===== src/rtl/reseed_pkg.sv =====
package reseed_pkg;
  localparam int SEL_W = 8;

  typedef struct packed {
    logic             loadSeed;
    logic             stepLfsr;
    logic [SEL_W-1:0] seedSel;
  } reseed_ctrl_t;

  typedef enum logic [1:0] {
    ST_IDLE = 2'd0,
    ST_RUN  = 2'd1,
    ST_DONE = 2'd2
  } reseed_state_e;
endpackage


===== src/rtl/reseed_ctrl.sv =====
module reseed_ctrl
  import reseed_pkg::*;
#(
  parameter int NUM_SEEDS = 4,
  parameter int LEN_W = 8,
  parameter logic [NUM_SEEDS*LEN_W-1:0] RUN_LENS = {8'd20, 8'd6, 8'd3, 8'd1}
) (
  input  logic             clk,
  input  logic             rstN,
  input  logic             start,
  output reseed_ctrl_t     ctrl,
  output logic             patternValid,
  output logic             done,
  output logic [LEN_W-1:0] runLeft
);
  localparam int IDX_W = (NUM_SEEDS > 1) ? $clog2(NUM_SEEDS) : 1;
  localparam logic [IDX_W-1:0] LAST_IDX = IDX_W'(NUM_SEEDS - 1);

  logic [LEN_W-1:0] lenTab [NUM_SEEDS];
  for (genvar g = 0; g < NUM_SEEDS; g++) begin : gLen
    assign lenTab[g] = RUN_LENS[g*LEN_W +: LEN_W];
  end

  reseed_state_e    state;
  logic [IDX_W-1:0] seedIdx;
  logic [IDX_W-1:0] nextIdx;
  logic             running;
  logic             runEnds;
  logic             lastSeed;

  assign nextIdx  = seedIdx + 1'b1;
  assign running  = (state == ST_RUN);
  assign runEnds  = running && (runLeft == LEN_W'(1));
  assign lastSeed = (seedIdx == LAST_IDX);

  always_comb begin
    ctrl.loadSeed = start || (runEnds && !lastSeed);
    ctrl.stepLfsr = !start && running && (runLeft > LEN_W'(1));
    ctrl.seedSel  = start ? '0 : SEL_W'(nextIdx);
  end

  always_ff @(posedge clk) begin
    if (!rstN) begin
      state   <= ST_IDLE;
      seedIdx <= '0;
      runLeft <= '0;
    end else if (start) begin
      state   <= ST_RUN;
      seedIdx <= '0;
      runLeft <= lenTab[0];
    end else if (running) begin
      if (runEnds) begin
        if (lastSeed) begin
          state   <= ST_DONE;
          runLeft <= '0;
        end else begin
          seedIdx <= nextIdx;
          runLeft <= lenTab[nextIdx];
        end
      end else begin
        runLeft <= runLeft - 1'b1;
      end
    end
  end

  assign patternValid = (state == ST_RUN);
  assign done         = (state == ST_DONE);
endmodule


===== src/rtl/reseed_datapath.sv =====
module reseed_datapath
  import reseed_pkg::*;
#(
  parameter int WIDTH = 5,
  parameter int NUM_SEEDS = 4,
  parameter logic [NUM_SEEDS*WIDTH-1:0] SEEDS = {5'h1F, 5'h12, 5'h01, 5'h1D},
  parameter logic [WIDTH-1:0] TAPS = 5'b10010
) (
  input  logic             clk,
  input  logic             rstN,
  input  reseed_ctrl_t     ctrl,
  output logic [WIDTH-1:0] pattern
);
  localparam int IDX_W = (NUM_SEEDS > 1) ? $clog2(NUM_SEEDS) : 1;

  logic [WIDTH-1:0] seedTab [NUM_SEEDS];
  for (genvar g = 0; g < NUM_SEEDS; g++) begin : gSeed
    assign seedTab[g] = SEEDS[g*WIDTH +: WIDTH];
  end

  logic [WIDTH-1:0] tapped;
  logic             feedback;
  logic [WIDTH-1:0] shifted;

  assign tapped   = pattern & TAPS;
  assign feedback = ^tapped;
  assign shifted  = {pattern[WIDTH-2:0], feedback};

  always_ff @(posedge clk) begin
    if (!rstN) begin
      pattern <= '0;
    end else if (ctrl.loadSeed) begin
      pattern <= seedTab[ctrl.seedSel[IDX_W-1:0]];
    end else if (ctrl.stepLfsr) begin
      pattern <= shifted;
    end
  end
endmodule


===== src/rtl/reseed_pattern_gen.sv =====
module reseed_pattern_gen
  import reseed_pkg::*;
#(
  parameter int WIDTH = 5,
  parameter int NUM_SEEDS = 4,
  parameter int LEN_W = 8,
  parameter logic [NUM_SEEDS*WIDTH-1:0] SEEDS = {5'h1F, 5'h12, 5'h01, 5'h1D},
  parameter logic [NUM_SEEDS*LEN_W-1:0] RUN_LENS = {8'd20, 8'd6, 8'd3, 8'd1},
  parameter logic [WIDTH-1:0] TAPS = 5'b10010
) (
  input  logic             clk,
  input  logic             rstN,
  input  logic             start,
  output logic [WIDTH-1:0] pattern,
  output logic             patternValid,
  output logic             done
);
  reseed_ctrl_t     ctrlBus;
  logic [LEN_W-1:0] runLeft;

  reseed_ctrl #(
    .NUM_SEEDS(NUM_SEEDS),
    .LEN_W(LEN_W),
    .RUN_LENS(RUN_LENS)
  ) uCtrl (
    .clk(clk),
    .rstN(rstN),
    .start(start),
    .ctrl(ctrlBus),
    .patternValid(patternValid),
    .done(done),
    .runLeft(runLeft)
  );

  reseed_datapath #(
    .WIDTH(WIDTH),
    .NUM_SEEDS(NUM_SEEDS),
    .SEEDS(SEEDS),
    .TAPS(TAPS)
  ) uData (
    .clk(clk),
    .rstN(rstN),
    .ctrl(ctrlBus),
    .pattern(pattern)
  );
endmodule


===== config.mk =====
export PLATFORM = sky130hd
export DESIGN_NAME = reseed_pattern_gen
export DESIGN_NICKNAME = d
export VERILOG_FILES = /design/src/rtl/reseed_pkg.sv /design/src/rtl/reseed_ctrl.sv /design/src/rtl/reseed_datapath.sv /design/src/rtl/reseed_pattern_gen.sv
export SDC_FILE = /design/constraint.sdc
export NUM_CORES = 1
export LEC_CHECK = 0
export BUFFER_PORTS_ARGS = -buffer_cell sky130_fd_sc_hd__buf_4
export CORE_MARGIN = 1.5
export CORE_UTILIZATION = 45
export CTS_CLUSTER_DIAMETER = 100
export DETAILED_ROUTE_END_ITERATION = 7
export GPL_ROUTABILITY_DRIVEN = 1
export SYNTH_ARGS = -nofsm -noshare
export SYNTH_HDL_FRONTEND = slang
export SYNTH_SLANG_ARGS = --single-unit

===== constraint.sdc =====
create_clock -name clk -period 2.1 [get_ports clk]
set_input_delay 0.21 -clock clk [delete_from_list [all_inputs] [get_ports clk]]
set_output_delay 0.21 -clock clk [all_outputs]
set_load 0.005 [all_outputs]

==> results of run 1 <==
layout make-up:
cell class / count / area (um^2) / area share [%]
well taps: 28 / 35.0 / 2.98
inverters: 10 / 37.5 / 3.19
flip-flops and latches: 17 / 340 / 29.0
clock buffers: 4 / 26.3 / 2.24
multi-input cells: 83 / 653 / 55.6
repair buffers: 11 / 82.6 / 7.03
placed cells by master, fill, tap and decap left out, types with 2 or more instances in the layout:
cell	count
inv_1	9
nor2_1	12
xor2_1	5
mux2i_1	6
nand2b_1	5
o21ai_0	3
clkbuf_4	3
dfxtp_1	17
ha_1	7
nand4_1	2
a31oi_1	2
buf_4	11
nand2_1	2
nand3_1	2
a21oi_1	10
nand4b_1	2
power groups by stage:
| stage | clock network [mW] | registers (mW) | logic, mW |
|---|---|---|---|
| finish | 0.174 | 0.360 | 0.183 |
| global route | 0.198 | 0.362 | 0.206 |
| CTS | 0.183 | 0.360 | 0.184 |
| detailed placement | 0 | 0.367 | 0.184 |
| global placement | 0 | 0.366 | 0.183 |
| floorplan | 0 | 0.364 | 0.146 |
logic make-up (layout without fill, tap and decap cells):
group                    Yosys count  count (layout)
AO/OA/AOI/OAI                     29              29
XOR/XNOR                           6               6
adder cells (fa/ha/maj)            7               7
buffers and inverters             14              25
flip-flops                        17              17
multiplexers                       6               6
AND/OR/NAND/NOR                   35              35
cell usage after synthesis (2+ instances only):
cell type   n
dfxtp_1    17
nor2_1     12
a21oi_1    10
inv_1       9
ha_1        7
mux2i_1     6
nand2b_1    5
xor2_1      5
o21ai_0     3
a31oi_1     2
buf_6       2
nand2_1     2
nand3_1     2
nand4_1     2
nand4b_1    2
critical path, stage by stage (launching register included):
cell and delay (ps):
dfxtp_1 400, nand2b_1 380, clkinv_1 370, buf_4 240
routing by layer:
layer	GRT usage, %	part of all wire [%]
met1	20.9	48
met4	6.14	0.87
met3	6.03	3.3
met2	29.9	48
met5	0	0
worst max path at each step:
stage,from,end,slack [ps],cells after the start
after CTS,uCtrl.state[1],patternValid,220,3
after global routing,uCtrl.state[1],patternValid,80,3
after floorplan,uCtrl.runLeft[0],uData.pattern[1],540,6
final,uCtrl.state[1],patternValid,220,3
after global placement,uCtrl.runLeft[0],uData.pattern[1],390,6
after detailed placement,uCtrl.seedIdx[0],uData.pattern[3],360,5
through the flow:
step	worst slack [ps]	power (mW)	util, %	hold WS (ps)	area, um^2
6_report	221	0.716	52.6	182	1170
3_5_place_dp	358	0.551	51.4	479	1150
3_3_place_gp	392	0.549	51.4	482	1150
5_1_grt	77.1	0.766	52.6	172	1170
4_1_cts	224	0.727	52.6	171	1170
2_1_floorplan	536	0.510	-	336	1060
registers in the layout (all words and copies together) (netlist names):
register       flops
uCtrl.runLeft      8
uCtrl.seedIdx      2
uCtrl.state        2
uData.pattern      5
==> run metrics, run 1 <==
cell count after placement roughly 150; CP arrival ~1700 ps; RSZ-0062 raised after global routing no; top-area cell type share of the netlist area 32.0%; final hold violations 0; worst-path fanout max 10; PostCTS Resize Cnt 0; Avg Cell Area, Syn 9.34 um^2; DRC viols 0; status completed; detailed-route via count 842; vias in the first global route between 700 and 800; crit path kind reg2out; Core Area 0.00223 mm^2; R2R Path End uData.pattern[2]; initial antenna violation count 0; final wirelength 1.96 mm; Sw Share 30.3%; Tcrit/Tclk final 89.5%; Hold Path Cell Cnt 2; CTS tree yes; Starting Density a little under half; Critical Path RT 1890 ps; Slew @ Worst Pin 607 ps; WL per Instance 12.8 um; multiplexer area fraction after synthesis 5.64%; final slew viol count 0; Setup Fix Bufs, Post-CTS 0; First DRT Iteration DRCs 6; P&R area growth vs syn 10.3%; hold endpoint uCtrl.runLeft[0]; post-synthesis cell count between 100 and 150; die height 51.6 um; Post-Synth Adder-Cell Area 8.23%; Root Driver clkbuf_4; Mapped Nets 124; routed vias/inst 5.50; Max Buffers Root-to-Sink 2; H-Tree Depth 1; Simple-Gate Fraction of Synth Area 21.6%; largest net degree at the start of global routing 15; Synth area leader dfxtp_1; all-layer global routing usage 17.8%; register area share after synthesis a little under a third; number of synthesized flops with an enable pin 0; Seq cells post-synth 17; setup TNS 0 ps; Distinct cells, synth 43; area of the mapped netlist roughly 0.0011 mm^2; global-route wire length before repair 3.50 mm; max_cap viols 0; clk slew on worst S/H paths 90 ps; Post-synth ARST share 0%; synth warn 0; die area approximately 0.0027 mm^2; CP endpoint kind output pin; Post-CTS Hold Fix Bufs 0; Clock Skew 1.27 ps; diode count 0; CP Launch Type flop; worst vdd ir ~0.00045 V; min-delay worst type in2reg; clock sink count 17; Filler cells 217; Reg2Reg Launch Point uCtrl.seedIdx[0]; Compound-Gate Fraction of Synth Area 20.9%; crit path time final 1880 ps; # nets final 136; fin cells approximately 150; Final ANT Viol Nets 0; achievable clock frequency 532 MHz; Combinational Power Share between 20% and 30%; die span in x between 50 and 60 um; Rel. slew slack 59.3%; ranking of synthesized cells by area dfxtp_1 (32%), ha_1 (8.2%), mux2i_1 (5.6%), a21oi_1 (4.7%), nor2_1 (4.2%); grt ovf 0; share of cells above drive strength 1 20.0%; P_sw around 220 uW; number of iterations in the first detailed-routing pass 4; total CTS buffers 3; Internal Power ~500 uW; num rows 17; hold path startpoint start; Clk pwr share 24.3%; Leak Pwr just under 0.5 nW; endpoints failing setup 0; dpl hpwl 1.49 mm; Worst R2R Setup Slack 350 ps; Boundary Pins 10; xor and xnor fraction of the mapped netlist area 4.94%; main combinational cell family by area after synthesis simple AND/OR/NAND/NOR gates; Sequential Power Share 50.2%; number of port buffers 9; gpl congestion 0.786; dominant synthesized flop cell dfxtp_1; Worst-Skew Late Latency 290 ps; pwr dens around 600 mW/mm^2; depth of the most critical reg-to-reg path 5
Note: power is estimated with default switching activity, not from simulation.
==> run 2: changes to the inputs <==
- CELL_PAD_IN_SITES_DETAIL_PLACEMENT: unset -> 0
- CELL_PAD_IN_SITES_GLOBAL_PLACEMENT: unset -> 1
- CORE_UTILIZATION: 45 -> 44
- MAX_ROUTING_LAYER: unset -> met4
- PLACE_DENSITY_LB_ADDON: unset -> 0.1
==> run 2 against run 1 <==
Compared with the run above: design area increased by 0.64%; final cell count increased by 0.65%; combinational power increased by 4%; die area increased by 2.1%; clock-buffer cell count unchanged; sequential power about the same; wire length increased by 5.7%.
==> run metrics, run 2 (synthesis results as in run 1) <==
pwr dens 616 mW/mm^2; H-Tree Depth 1; Slew @ Worst Pin a little over 600 ps; Boundary Pins 10; Root Driver clkbuf_4; global-route wire length before repair between 3 and 4 mm; final hold violations 0; Leak Pwr 0.491 nW; worst-path fanout max 10; depth of the most critical reg-to-reg path 5; WL per Instance 13.4 um; die span in x ~52 um; CP endpoint kind output pin; vias in the first global route roughly 840; total CTS buffers 3; Hold WS 186 ps; Core Area 0.00225 mm^2; max_cap viols 0; Rel. slew slack 58.9%; Post-Layout Inst Area 0.00118 mm^2; placed cell area 0.00116 mm^2; Starting Density 47.2%; Final ANT Viol Nets 0; all-layer global routing usage about a fifth; Post-CTS Hold Fix Bufs 0; dpl hpwl between 1.5 and 2 mm; num rows 17; most frequent cells in the layout dfxtp_1 (17), nor2_1 (12), buf_4 (12); largest net degree at the start of global routing 14; die area 0.00272 mm^2; min-delay worst type in2reg; clk slew on worst S/H paths 100 ps; Max Buffers Root-to-Sink 2; status completed; Hold Path Cell Cnt 2; gpl congestion between 0.7 and 0.8; worst vdd ir between 0.0003 and 0.0004 V; detailed-route via count 832; share of cells above drive strength 1 20.6%; initial antenna violation count 0; Setup Fix Bufs, Post-CTS 0; routed vias/inst 5.40; CP Launch Type flop; Clock Skew 4.46 ps; P&R area growth vs syn 11.0%; PostCTS Resize Cnt 0; final slew viol count 0; number of port buffers 9; First DRT Iteration DRCs 13; crit path kind reg2out; final wirelength between 2 and 2.5 mm; RSZ-0062 raised after global routing no; setup TNS 0 ps; DRC viols 0; crit path time final about 1800 ps; die height 52.2 um; max reg flops 8; Critical Path RT approximately 1900 ps; Tcrit/Tclk final 87.7%; top flop regs uCtrl.runLeft x8, uData.pattern x5; CTS tree yes; Reg with most FFs uCtrl.runLeft; number of iterations in the first detailed-routing pass 4; endpoints failing setup 0; achievable clock frequency between 500 and 600 MHz; # nets final around 140; diode count 0; CP arrival 1630 ps; leading cell type in the layout, fill and taps excluded dfxtp_1; Worst-Skew Late Latency 290 ps; grt ovf 0; clock sink count 17
[run 2: cell types whose count changed in the layout (fill, tap and decap cells not counted), sizes merged]
cell / change
buf: +1
[run 2: per-stage QoR]
stage,total power [mW],std cells,setup WS [ps],utilization (%)
6_report,0.728,154,258,52.4
3_5_place_dp,0.556,150,377,51.3
3_3_place_gp,0.554,150,371,51.3
2_1_floorplan,0.510,114,536,-
4_1_cts,0.736,154,256,52.4
5_1_grt,0.781,154,83.1,52.4
[run 2: cell type report]
| cell class | instances | area, um^2 |
|---|---|---|
| inverters | 10 | 37.5 |
| fillers | 234 | 1070 |
| multi-input cells | 83 | 653 |
| flip-flops and latches | 17 | 340 |
| well taps | 28 | 35.0 |
| repair buffers | 12 | 90.1 |
| clock buffers | 4 | 26.3 |
[run 2: layer usage]
| metal | track usage, % | part of all wire, % | vias to the layer above |
|---|---|---|---|
| met1 | 26.1 | 51 | 382 |
| met2 | 28.1 | 45 | 12 |
| met4 | 7.26 | 1.4 | 0 |
| met3 | 4.86 | 3.4 | 2 |
| met5 | - | 0 | - |
| li1 | - | - | 436 |
[run 2: path summary, 6_finish.rpt]
kind	startpoint	to	slack, ps
worst max register to register	uCtrl.seedIdx[0]	uData.pattern[2]	360
worst min-delay path	start	uCtrl.runLeft[0]	190
worst min register to register	uCtrl.runLeft[1]	uCtrl.runLeft[1]	560
worst max-delay path	uCtrl.state[1]	patternValid	260
[run 2: report_power, final]
part	switching (mW)	internal [mW]
clock network	0.105	0.0737
logic	0.102	0.0880
registers	0.0185	0.340
[run 2: critical path, stage by stage (launching register included)]
cell	delay [ps]
dfxtp_1	390
nand2b_1	370
clkinv_1	350
buf_4	240
==> run 3: changes to the inputs <==
==> constraint.sdc (replaced) <==
create_clock -name clk -period 2.1 [get_ports clk]
set_input_delay 0 -clock clk [delete_from_list [all_inputs] [get_ports clk]]
set_output_delay 0 -clock clk [all_outputs]
set_load 0.005 [all_outputs]
==> run 3 against run 2 <==
Compared with the run above: non-clock buffer count is 2 higher; clock-buffer cell count stayed put; hold slack better by 330 ps; sequential share of layout area is 0.48 points lower; critical path depth is 2 higher; wire length is 0.68% higher; clock skew hardly changed; critical endpoint is now uData.pattern[2]; largest power group unchanged.
==> run metrics, run 3 (synthesis results as in run 1) <==
die height 52.2 um; clk slew on worst S/H paths 110 ps; die span in x between 50 and 60 um; num rows 17; R2R Path End uData.pattern[2]; Sw Share between 30% and 40%; hold endpoint uCtrl.runLeft[0]; placed cell area 0.00116 mm^2; Reg with most FFs uCtrl.runLeft; setup TNS 0 ps; worst vdd ir 0.000364 V; Hold Path Cell Cnt 3; dpl hpwl about 1.5 mm; pwr dens 608 mW/mm^2; CP endpoint kind flop; worst-path fanout max 7; Rel. slew slack between 50% and 60%; P&R area growth vs syn 12.9%; detailed-route via count 839; Worst R2R Setup Slack roughly 360 ps; Clock Skew 4.48 ps; Starting Density 47.2%; H-Tree Depth 1; diode count 0; # nets final 139; number of port buffers 9; Core Area about 0.0023 mm^2; final hold violations 0; vias in the first global route 848; achievable clock frequency 573 MHz; Post-Layout Inst Area approximately 0.0012 mm^2; max_cap viols 0; P_sw 226 uW; gpl congestion 0.772; Final WS setup 356 ps; global-route wire length before repair 3.83 mm; DRC viols 0; Root Driver clkbuf_4; depth of the most critical reg-to-reg path 5; Slew @ Worst Pin 615 ps; Max Buffers Root-to-Sink 2; final slew viol count 0; Core Util, Final a little over half; fin cells 156; max incr delay on CP roughly 420 ps; met2 wire length 934 um; Power Total 731 uW; WL per Instance roughly 13 um; family with the most delay on the worst path compound AO/OA/AOI/OAI gates; grt ovf 0; First DRT Iteration DRCs 13; routed vias/inst 5.38; final wirelength 2.08 mm; clock sink count 17; Worst-Skew Late Latency 290 ps; crit path kind reg2reg; Clk pwr share between 20% and 30%; Leak Pwr 0.499 nW; CP Launch Type flop; PostCTS Resize Cnt 0; endpoints failing setup 0; worst-path cell chain ha_1, nor3b_1, a31oi_1, o21ai_2, a21oi_1; Internal Power 504 uW; all-layer global routing usage about a fifth; initial antenna violation count 0; DR top layer met4; total CTS buffers 3; status completed; Sequential Power Share approximately 49%; die area 0.00272 mm^2; RSZ-0062 raised after global routing no; cell count after placement 150; DP Worst Slack 377 ps; CTS tree yes; Final ANT Viol Nets 0; Combinational Power Share 26.4%; M1 WL ~1.1 mm; hold path startpoint start; largest net degree at the start of global routing 14; max reg flops 8; most frequent cells in the layout dfxtp_1 (17), nor2_1 (12), buf_4 (12); top flop regs uCtrl.runLeft x8, uData.pattern x5; Tcrit/Tclk final 83.0%; share of cells above drive strength 1 20.3%; number of iterations in the first detailed-routing pass 5; slowest CP cell nor3b_1; WP buf/inv 0; Boundary Pins 10; CP arrival around 1900 ps; min-delay worst type in2reg; crit path time final 1740 ps; Critical Path RT 2250 ps; Reg2Reg Launch Point uCtrl.seedIdx[0]; leading cell type in the layout, fill and taps excluded dfxtp_1; Hold WS 514 ps; routed wl met3 70 um
-- run 3: final cells by class --
cell class,count,area (um^2)
fill,233,1050
multi-input combinational,83,653
sequential,17,340
timing repair buffer,14,110
inverter,10,37.5
tap,28,35.0
clock buffer,4,26.3
-- run 3: worst max path at each step --
stage,startpoint,to,cells after the start
global route,uCtrl.seedIdx[0],uData.pattern[2],5
global placement,uCtrl.runLeft[0],uData.pattern[1],6
floorplan,uCtrl.runLeft[0],uData.pattern[1],6
finish,uCtrl.seedIdx[0],uData.pattern[2],5
detailed placement,uCtrl.seedIdx[0],uData.pattern[2],5
CTS,uCtrl.seedIdx[0],uData.pattern[2],5
-- run 3: power groups by stage --
stage,clock (mW),sequential [mW],combinational [mW]
floorplan,0,0.364,0.146
global placement,0,0.366,0.188
detailed placement,0,0.366,0.190
CTS,0.187,0.359,0.193
global route,0.205,0.361,0.218
finish,0.179,0.359,0.193
-- run 3: repair_timing --
item	CTS	global route
hold buffers	2	0
endpoints found under the hold margin	4	0
buffers inserted	0	0
endpoints found under the setup margin	0	0
-- run 3: worst reg2reg max path, delay by kind of cell, from the launching register on --
| kind | cells | cell delay, ps |
|---|---|---|
| AOI/OAI and AO/OA | 3 | 600 |
| adders and majority gates | 1 | 250 |
| DFF | 1 | 350 |
| and+or+nand+nor | 1 | 420 |
-- run 3: layer usage --
| layer | up-vias | track usage, % |
|---|---|---|
| li1 | 440 | - |
| met3 | 2 | 4.86 |
| met4 | 0 | 7.26 |
| met2 | 12 | 28.5 |
| met1 | 385 | 26.5 |
| met5 | - | - |
